===== config.mk =====
export PLATFORM = sky130hd
export DESIGN_NAME = dcm_mult
export DESIGN_NICKNAME = d
export VERILOG_FILES = /design/src/rtl/dcm_pkg.sv /design/src/rtl/dcm_add.sv /design/src/rtl/dcm_leaf.sv /design/src/rtl/dcm_stitch.sv /design/src/rtl/dcm_core.sv /design/src/rtl/dcm_mult.sv
export SDC_FILE = /design/constraint.sdc
export NUM_CORES = 1
export LEC_CHECK = 0
export ABC_AREA = 1
export BUFFER_PORTS_ARGS = -buffer_cell sky130_fd_sc_hd__buf_2
export CAP_MARGIN = 20
export CORE_MARGIN = 8
export CORE_UTILIZATION = 25
export DETAILED_ROUTE_END_ITERATION = 7
export HOLD_SLACK_MARGIN = 0.15
export SLEW_MARGIN = 20
export SYNTH_ARGS = -nofsm -noshare
export SYNTH_HDL_FRONTEND = slang
export SYNTH_SLANG_ARGS = --single-unit

===== constraint.sdc =====
create_clock -name clk -period 0.8 [get_ports clk]
set_input_delay 0.12 -clock clk [delete_from_list [all_inputs] [get_ports clk]]
set_output_delay 0.12 -clock clk [all_outputs]
set_load 0.02 [all_outputs]

===== src/rtl/dcm_pkg.sv =====
package dcm_pkg;

    // Carries that leave the low and middle columns of one stitch level.
    typedef struct packed {
        logic lo_a;   // low column, first adder
        logic lo_b;   // low column, second adder
        logic mid_a;  // middle column, first adder
        logic mid_b;  // middle column, second adder
    } stitch_carry_t;

    // Leaf variants selectable by parameter.
    localparam int unsigned LEAF_GATE = 1;
    localparam int unsigned LEAF_PAIR = 2;

endpackage


===== src/rtl/dcm_add.sv =====
module dcm_add #(
    parameter int unsigned W = 4
) (
    input  logic [W-1:0] x,
    input  logic [W-1:0] y,
    input  logic         cin,
    output logic [W-1:0] sum,
    output logic         cout
);
    localparam int unsigned SW = W + 1;

    logic [SW-1:0] full;

    always_comb begin
        full = SW'(x) + SW'(y) + SW'(cin);
        sum  = full[W-1:0];
        cout = full[W];
    end
endmodule


===== src/rtl/dcm_leaf.sv =====
module dcm_leaf #(
    parameter int unsigned W = 2
) (
    input  logic [W-1:0]   a,
    input  logic [W-1:0]   b,
    output logic [2*W-1:0] p
);
    generate
        if (W == dcm_pkg::LEAF_GATE) begin : g_gate
            // One-bit product is a single AND.
            always_comb p = {1'b0, a[0] & b[0]};
        end else begin : g_pair
            // Two-bit product from four partial terms.
            logic t00, t01, t10, t11, k;
            always_comb begin
                t00 = a[0] & b[0];
                t01 = a[0] & b[1];
                t10 = a[1] & b[0];
                t11 = a[1] & b[1];
                k   = t01 & t10;
                p[0] = t00;
                p[1] = t01 ^ t10;
                p[2] = t11 ^ k;
                p[3] = t11 & k;
            end
        end
    endgenerate
endmodule


===== src/rtl/dcm_stitch.sv =====
module dcm_stitch #(
    parameter int unsigned W = 8
) (
    input  logic [W-1:0]   pl,
    input  logic [W-1:0]   pm1,
    input  logic [W-1:0]   pm2,
    input  logic [W-1:0]   ph,
    output logic [2*W-1:0] prod
);
    localparam int unsigned H = W / 2;

    dcm_pkg::stitch_carry_t cy;
    logic [H-1:0] s_lo_a, s_lo_b, s_mid_a, s_mid_b, s_top;

    // Low column: PL upper half + PM1 lower half + PM2 lower half.
    dcm_add #(.W(H)) u_lo_a (
        .x(pl[W-1:H]), .y(pm1[H-1:0]), .cin(1'b0),
        .sum(s_lo_a), .cout(cy.lo_a)
    );
    dcm_add #(.W(H)) u_lo_b (
        .x(s_lo_a), .y(pm2[H-1:0]), .cin(1'b0),
        .sum(s_lo_b), .cout(cy.lo_b)
    );

    // Middle column: PM1 upper + PM2 upper + PH lower, plus low-column carries.
    dcm_add #(.W(H)) u_mid_a (
        .x(pm1[W-1:H]), .y(pm2[W-1:H]), .cin(cy.lo_a),
        .sum(s_mid_a), .cout(cy.mid_a)
    );
    dcm_add #(.W(H)) u_mid_b (
        .x(s_mid_a), .y(ph[H-1:0]), .cin(cy.lo_b),
        .sum(s_mid_b), .cout(cy.mid_b)
    );

    // Top column: PH upper half absorbs both middle carries; the true product
    // fits in 2W bits, so this adder has no carry out.
    always_comb begin
        s_top = ph[W-1:H] + H'(cy.mid_a) + H'(cy.mid_b);
        prod  = {s_top, s_mid_b, s_lo_b, pl[H-1:0]};
    end
endmodule


===== src/rtl/dcm_core.sv =====
module dcm_core #(
    parameter int unsigned W      = 8,
    parameter int unsigned LEAF_W = 2
) (
    input  logic [W-1:0]   a,
    input  logic [W-1:0]   b,
    output logic [2*W-1:0] prod
);
    generate
        if (W <= LEAF_W) begin : g_leaf
            dcm_leaf #(.W(W)) u_leaf (.a(a), .b(b), .p(prod));
        end else begin : g_split
            localparam int unsigned H = W / 2;

            logic [W-1:0] p_ll, p_hl, p_lh, p_hh;

            dcm_core #(.W(H), .LEAF_W(LEAF_W)) u_ll (
                .a(a[H-1:0]), .b(b[H-1:0]), .prod(p_ll));
            dcm_core #(.W(H), .LEAF_W(LEAF_W)) u_hl (
                .a(a[W-1:H]), .b(b[H-1:0]), .prod(p_hl));
            dcm_core #(.W(H), .LEAF_W(LEAF_W)) u_lh (
                .a(a[H-1:0]), .b(b[W-1:H]), .prod(p_lh));
            dcm_core #(.W(H), .LEAF_W(LEAF_W)) u_hh (
                .a(a[W-1:H]), .b(b[W-1:H]), .prod(p_hh));

            dcm_stitch #(.W(W)) u_stitch (
                .pl(p_ll), .pm1(p_hl), .pm2(p_lh), .ph(p_hh), .prod(prod));
        end
    endgenerate
endmodule


===== src/rtl/dcm_mult.sv =====
module dcm_mult #(
    parameter int unsigned WIDTH      = 8,
    parameter int unsigned LEAF_WIDTH = 2,
    parameter bit          REG_OUT    = 1'b1
) (
    input  logic                 clk,
    input  logic                 rst_n,
    input  logic                 in_valid,
    input  logic [WIDTH-1:0]     op_a,
    input  logic [WIDTH-1:0]     op_b,
    output logic                 out_valid,
    output logic [2*WIDTH-1:0]   product
);
    localparam int unsigned PW = 2 * WIDTH;

    typedef struct packed {
        logic          vld;
        logic [PW-1:0] prod;
    } out_stage_t;

    logic [PW-1:0] tree_prod;
    out_stage_t    stage_d, stage_q;

    dcm_core #(.W(WIDTH), .LEAF_W(LEAF_WIDTH)) u_tree (
        .a(op_a), .b(op_b), .prod(tree_prod));

    always_comb begin
        stage_d     = stage_q;
        stage_d.vld = in_valid;
        if (in_valid) begin
            stage_d.prod = tree_prod;
        end
    end

    always_ff @(posedge clk or negedge rst_n) begin
        if (!rst_n) begin
            stage_q <= '0;
        end else begin
            stage_q <= stage_d;
        end
    end

    generate
        if (REG_OUT) begin : g_reg
            always_comb begin
                out_valid = stage_q.vld;
                product   = stage_q.prod;
            end
        end else begin : g_comb
            always_comb begin
                out_valid = in_valid;
                product   = tree_prod;
            end
        end
    endgenerate
endmodule


==> results of run 1 <==
final timing paths:
check                                             start                 endpoint  slack [ns]  cells past startpoint
worst max-delay path                            op_b[0]  product[15]$_DFFE_PN0P_       -4.85                     30
worst min-delay path                           in_valid      out_valid$_DFF_PN0_        0.21                      2
worst max register to register   product[3]$_DFFE_PN0P_   product[3]$_DFFE_PN0P_       -0.06                      4
worst min register to register  product[15]$_DFFE_PN0P_  product[15]$_DFFE_PN0P_        0.51                      2
max in group asynchronous                         rst_n   product[1]$_DFFE_PN0P_        0.21                      2
min in group asynchronous                         rst_n  product[11]$_DFFE_PN0P_        0.32                      2
power by group:
group          switching, mW  internal [mW]
combinational           3.81           4.53
sequential             0.204           1.19
clock                  0.323          0.677
total                   4.34           6.39
repair_timing:
item                                    in CTS  in global routing
setup buffers                               25                  7
pin swaps                                   37                 33
gates resized for setup                     67                 22
endpoints found under the setup margin      31                 31
hold endpoints to repair                    17                  0
cloned                                       0                  0
hold buffers                                 1                  0
logic make-up after synthesis:
family,after synthesis,share of synthesized area
and+or+nand+nor,131,0.166
buffers and inverters,150,0.188
AOI/OAI and AO/OA,18,0.0310
xor gates and xnor gates,8,0.0229
adders and majority gates,90,0.453
DFF,17,0.139
worst max-delay path, delay by kind of cell:
| kind | cells | cell delay [ns] |
|---|---|---|
| compound gates | 2 | 0.24 |
| buf+inv | 7 | 0.52 |
| simple gates | 8 | 0.55 |
| fa+ha+maj | 13 | 4.34 |
layer usage:
| metal | up-vias | share of wire | GRT usage |
|---|---|---|---|
| li1 | 1350 | - | - |
| met5 | - | 0 | 0 |
| met3 | 13 | 0.042 | 0.0189 |
| met1 | 1204 | 0.45 | 0.118 |
| met2 | 40 | 0.49 | 0.171 |
| met4 | 0 | 0.018 | 0.0336 |
cells in the mapped netlist:
cell type    n  area share
a21oi_1      8       0.013
buf_2        1      0.0016
buf_4        1      0.0025
buf_6        1      0.0037
clkbuf_1    15       0.018
dfrtp_1     17        0.14
fa_1        35        0.23
ha_1        55        0.22
inv_1      131        0.16
inv_2        1      0.0012
nand2_1    112        0.14
nand3_1     14       0.023
nor2_1       5      0.0061
o21ai_0      8       0.013
o21bai_1     2      0.0049
xnor2_1      5       0.014
xor2_1       3      0.0086
area by class of cell:
class / instances / share of cell area
well taps: 147 / 0.0427
flip-flops and latches: 17 / 0.0988
clock buffers: 4 / 0.0183
inverters: 132 / 0.116
multi-input cells: 247 / 0.534
repair buffers: 98 / 0.190
flip-flops by register name, indices dropped and copies added, names as in the netlist:
signal and cells:
product 16, out_valid 1
stage by stage:
step           std cells  cell area, sq um  setup slack, ns
2_1_floorplan        414              3190            -5.02
3_3_place_gp         613              3690            -5.15
3_5_place_dp         613              3690            -5.25
4_1_cts              641              4200            -4.83
5_1_grt              645              4310            -5.10
6_report             645              4310            -4.85
==> results.py, run 1 <==
metrics = {
    "status": {
        "run_status": "complete, but fails checks",
        "violations": "setup timing",
    },
    "sta": {
        "postLayoutSetupSlackWorst_ns": -4.85,
        "relSlewSlack": 0.751,
        "fin_skew_ns": 0,
        "whs_ns": 0.212,
        "report.final.slew_viol_count": 0,
        "worstMarginPinSlew_ns": 0.373,
        "fin_tns_setup_ns": -50.60,
        "fmax_ghz": 0.177,
        "rsz0062_at_grt": "true",
        "period_needed_ns": 5.65,
        "finalSetupViolCount": 31,
        "fin_crit_sh": 7.06,
        "hold_viol_final": 0,
    },
    "clock_tree": {
        "h-tree-depth": 1,
        "cts_buffer_depth": 2,
        "cts_sinks": 17,
        "cts_tree": "yes",
        "clkTransAtPathRegs_ns": 0.05,
        "root_buffer": "clkbuf_16",
        "cts_buffers": 3,
        "insertion_delay_ns": 0.25,
    },
    "yosys": {
        "syn_area_sq_um": 3060,
        "yosys_warnings": 0,
        "synth.net_count": 523,
        "seq_area_frac_synth": 0.139,
        "synth_seq_cells": 17,
        "synthCells": 414,
        "synth_cell_types": 17,
        "avgSynthCellArea_sq_um": 7.40,
    },
    "pwr": {
        "leakagePower_nw": 2.57,
        "vdd_drop_max_uv": 991,
        "p_per_area_nw_per_um2": 2490,
        "finalPower_mw": 10.7,
    },
    "worst_setup_path": {
        "cpMostUsedCell": "fa_2",
        "worst_setup_path_start_kind": "input pin",
        "arrival_ns": 5.78,
        "path_class": "input pin to flop",
        "slowest_stage": "fa_2",
        "slowest_delay_ns": 0.54,
        "required_ns": 0.94,
        "cp_max_fo": 4,
        "end_kind": "flop",
    },
    "detailed_routing": {
        "routedWlPerCell_um": 11.7,
        "antenna_left": 0,
        "drc": 0,
        "vias": 2607,
        "viasPerCell": 4.04,
        "first_pass_iters": 4,
        "drt_iter0_drc": 100,
        "routed_wl_mm": 7.58,
    },
    "layout": {
        "final_util": 0.359,
        "layout-drive-gt1-share": 0.309,
        "n_fill_cell": 1223,
        "final-seq-area_sq_um": 425,
        "area_growth_pct": 40.6,
        "multiInputGateArea_sq_um": 2300,
        "antenna_cells": 0,
        "final_nets": 608,
        "layout_commonest_cell": "inv_1",
        "final_cell_mix": "119 x inv_1, 105 x nand2_1, 53 x buf_4",
    },
    "place": {
        "place.gp.congestion": 0.836,
        "hpwl_mm": 6.27,
        "portBuffers": 35,
    },
    "floorplanning": {
        "core_area_sq_um": 12000,
        "die_y_um": 127,
        "io_pins": 36,
        "floorplan.rows": 40,
        "start_util": 0.255,
        "dieArea_sq_um": 16100,
        "dieWidth_um": 127,
    },
    "grt": {
        "antenna_found_initial": 0,
        "grt_pass1_wl_mm": 13.0,
        "overflow": 0,
        "grt_usage": 0.0982,
        "grt_pass1_vias": 2806,
        "grt_max_degree": 20,
    },
    "run": {
        "timing.max_cap.violations": 0,
    },
    "worst_hold_path": {
        "hold_path.class": "input pin to flop",
    },
}
Note: power is estimated with default switching activity, not from simulation.
==> run 2, diff against run 1 <==
clock period = 6.5 ns   (was 0.8 ns; I/O delays follow)
==> run 2 against run 1 <==
  * The flow now finishes without violations
  * Clock-buffer cell count stayed put
  * Sequential power is 88% lower
  * Combinational power is 92% lower
  * Final area is 12% lower
  * Sequential cell count stayed put
==> results.py, run 2 (same netlist as run 1, synthesis figures left out) <==
metrics = {
    "status": {
        "run_status": "complete, no violations",
    },
    "worst_setup_path": {
        "required_ns": 6.68,
        "slowest_delay_ns": 0.57,
        "reg2reg_slack_ns": 5.87,
        "slowest_stage": "fa_2",
        "arrival_ns": 6.62,
        "cp_max_fo": 4,
        "end_kind": "flop",
        "cpMostUsedCell": "fa_2",
        "worst_setup_path_start_kind": "input pin",
        "path_class": "input pin to flop",
    },
    "pwr": {
        "finalPower_mw": 0.985,
        "p_per_area_nw_per_um2": 260,
        "vdd_drop_max_uv": 113,
        "leakagePower_nw": 2.33,
    },
    "detailed_routing": {
        "drc": 0,
        "vias": 2455,
        "drt_iter0_drc": 134,
        "routed_wl_mm": 6.90,
        "first_pass_iters": 4,
        "antenna_left": 0,
        "viasPerCell": 4.04,
        "routedWlPerCell_um": 11.4,
    },
    "place": {
        "place.gp.congestion": 0.774,
        "hpwl_mm": 6.00,
        "dp_slack_ns": -0.409,
        "portBuffers": 35,
    },
    "clock_tree": {
        "cts_buffer_depth": 2,
        "insertion_delay_ns": 0.25,
        "clkTransAtPathRegs_ns": 0.05,
        "root_buffer": "clkbuf_16",
        "h-tree-depth": 1,
        "cts_sinks": 17,
        "cts_buffers": 3,
        "cts_tree": "yes",
    },
    "sta": {
        "relSlewSlack": 0.739,
        "fin_crit_sh": 0.992,
        "report.final.slew_viol_count": 0,
        "postLayoutSetupSlackWorst_ns": 0.0533,
        "worstMarginPinSlew_ns": 0.392,
        "finalSetupViolCount": 0,
        "whs_ns": 0.464,
        "rsz0062_at_grt": "true",
        "period_needed_ns": 6.45,
        "fin_skew_ns": 0,
        "fmax_ghz": 0.155,
        "hold_viol_final": 0,
        "fin_tns_setup_ns": 0,
    },
    "floorplanning": {
        "io_pins": 36,
        "core_area_sq_um": 12000,
        "die_y_um": 127,
        "dieWidth_um": 127,
        "floorplan.rows": 40,
        "start_util": 0.255,
        "dieArea_sq_um": 16100,
    },
    "layout": {
        "final_util": 0.315,
        "layout_commonest_cell": "inv_1",
        "final_cell_mix": "122 x inv_1, 108 x nand2_1, 49 x ha_1",
        "area_growth_pct": 23.6,
        "n_fill_cell": 1273,
        "layout-drive-gt1-share": 0.213,
        "antenna_cells": 0,
        "largest_register_ffs": 16,
        "final_nets": 570,
    },
    "grt": {
        "grt_pass1_wl_mm": 11.8,
        "grt_usage": 0.0895,
        "grt_pass1_vias": 2521,
        "grt_max_degree": 20,
        "overflow": 0,
        "antenna_found_initial": 1,
    },
    "worst_hold_path": {
        "hold_path.class": "flop to flop",
    },
    "run": {
        "timing.max_cap.violations": 0,
    },
}
## run 2: cell types whose count changed in the layout (fill, tap and decap cells not counted), moves of 4 or more
cell,delta
o21ai_1,-4
nand3_1,+5
buf_6,-24
buf_2,+17
o21ai_0,+5
buf_4,-30
nand3_2,-5
## run 2: path summary, 6_finish.rpt
check	from	end	depth (start not counted)
setup / recovery	op_b[0]	product[14]$_DFFE_PN0P_	30
hold / removal	product[2]$_DFFE_PN0P_	product[2]$_DFFE_PN0P_	2
setup reg to reg	product[5]$_DFFE_PN0P_	product[5]$_DFFE_PN0P_	2
hold reg to reg	product[2]$_DFFE_PN0P_	product[2]$_DFFE_PN0P_	2
max in group asynchronous	rst_n	product[2]$_DFFE_PN0P_	1
min in group asynchronous	rst_n	product[12]$_DFFE_PN0P_	1
## run 2: final cells by class
type | instances | area [sq um] | share of cell area
clock buffer | 4 | 78.8 | 0.0208
sequential | 17 | 425 | 0.112
multi-input combinational | 247 | 2200 | 0.582
inverter | 132 | 495 | 0.131
tap | 147 | 184 | 0.0486
timing repair buffer | 60 | 399 | 0.105
## run 2: metal layers
| layer | up-vias | routed length [um] | GRT usage |
|---|---|---|---|
| met5 | - | 8 | 0 |
| met4 | 2 | 77 | 0.0231 |
| met3 | 7 | 288 | 0.0163 |
| met2 | 32 | 3380 | 0.161 |
| met1 | 1143 | 3140 | 0.107 |
| li1 | 1271 | - | - |
## run 2: worst max-delay path, delay by kind of cell
kind | cells | cell delay [ns]
AO/OA/AOI/OAI | 5 | 0.52
AND/OR/NAND/NOR | 2 | 0.13
adder cells (fa/ha/maj) | 14 | 4.32
buffers and inverters | 7 | 0.42
XOR/XNOR | 2 | 0.26
## run 2: per-stage QoR
stage	std cells	cell area [sq um]
6_report	607	3790
5_1_grt	607	3790
4_1_cts	605	3730
3_5_place_dp	598	3570
3_3_place_gp	598	3570
2_1_floorplan	414	3180
## run 2: timing repair
item,in CTS,in global routing
pin swaps,25,8
buffers inserted,3,2
cloned,0,0
hold buffers,0,0
endpoints found under the setup margin,4,4
resized for setup,17,8
## run 2: report_power, final
part	leakage, nW	switching (mW)	internal, mW	total, mW
clock	0.0382	0.0397	0.0833	0.123
combinational	2.08	0.375	0.324	0.698
sequential	0.209	0.0176	0.146	0.163
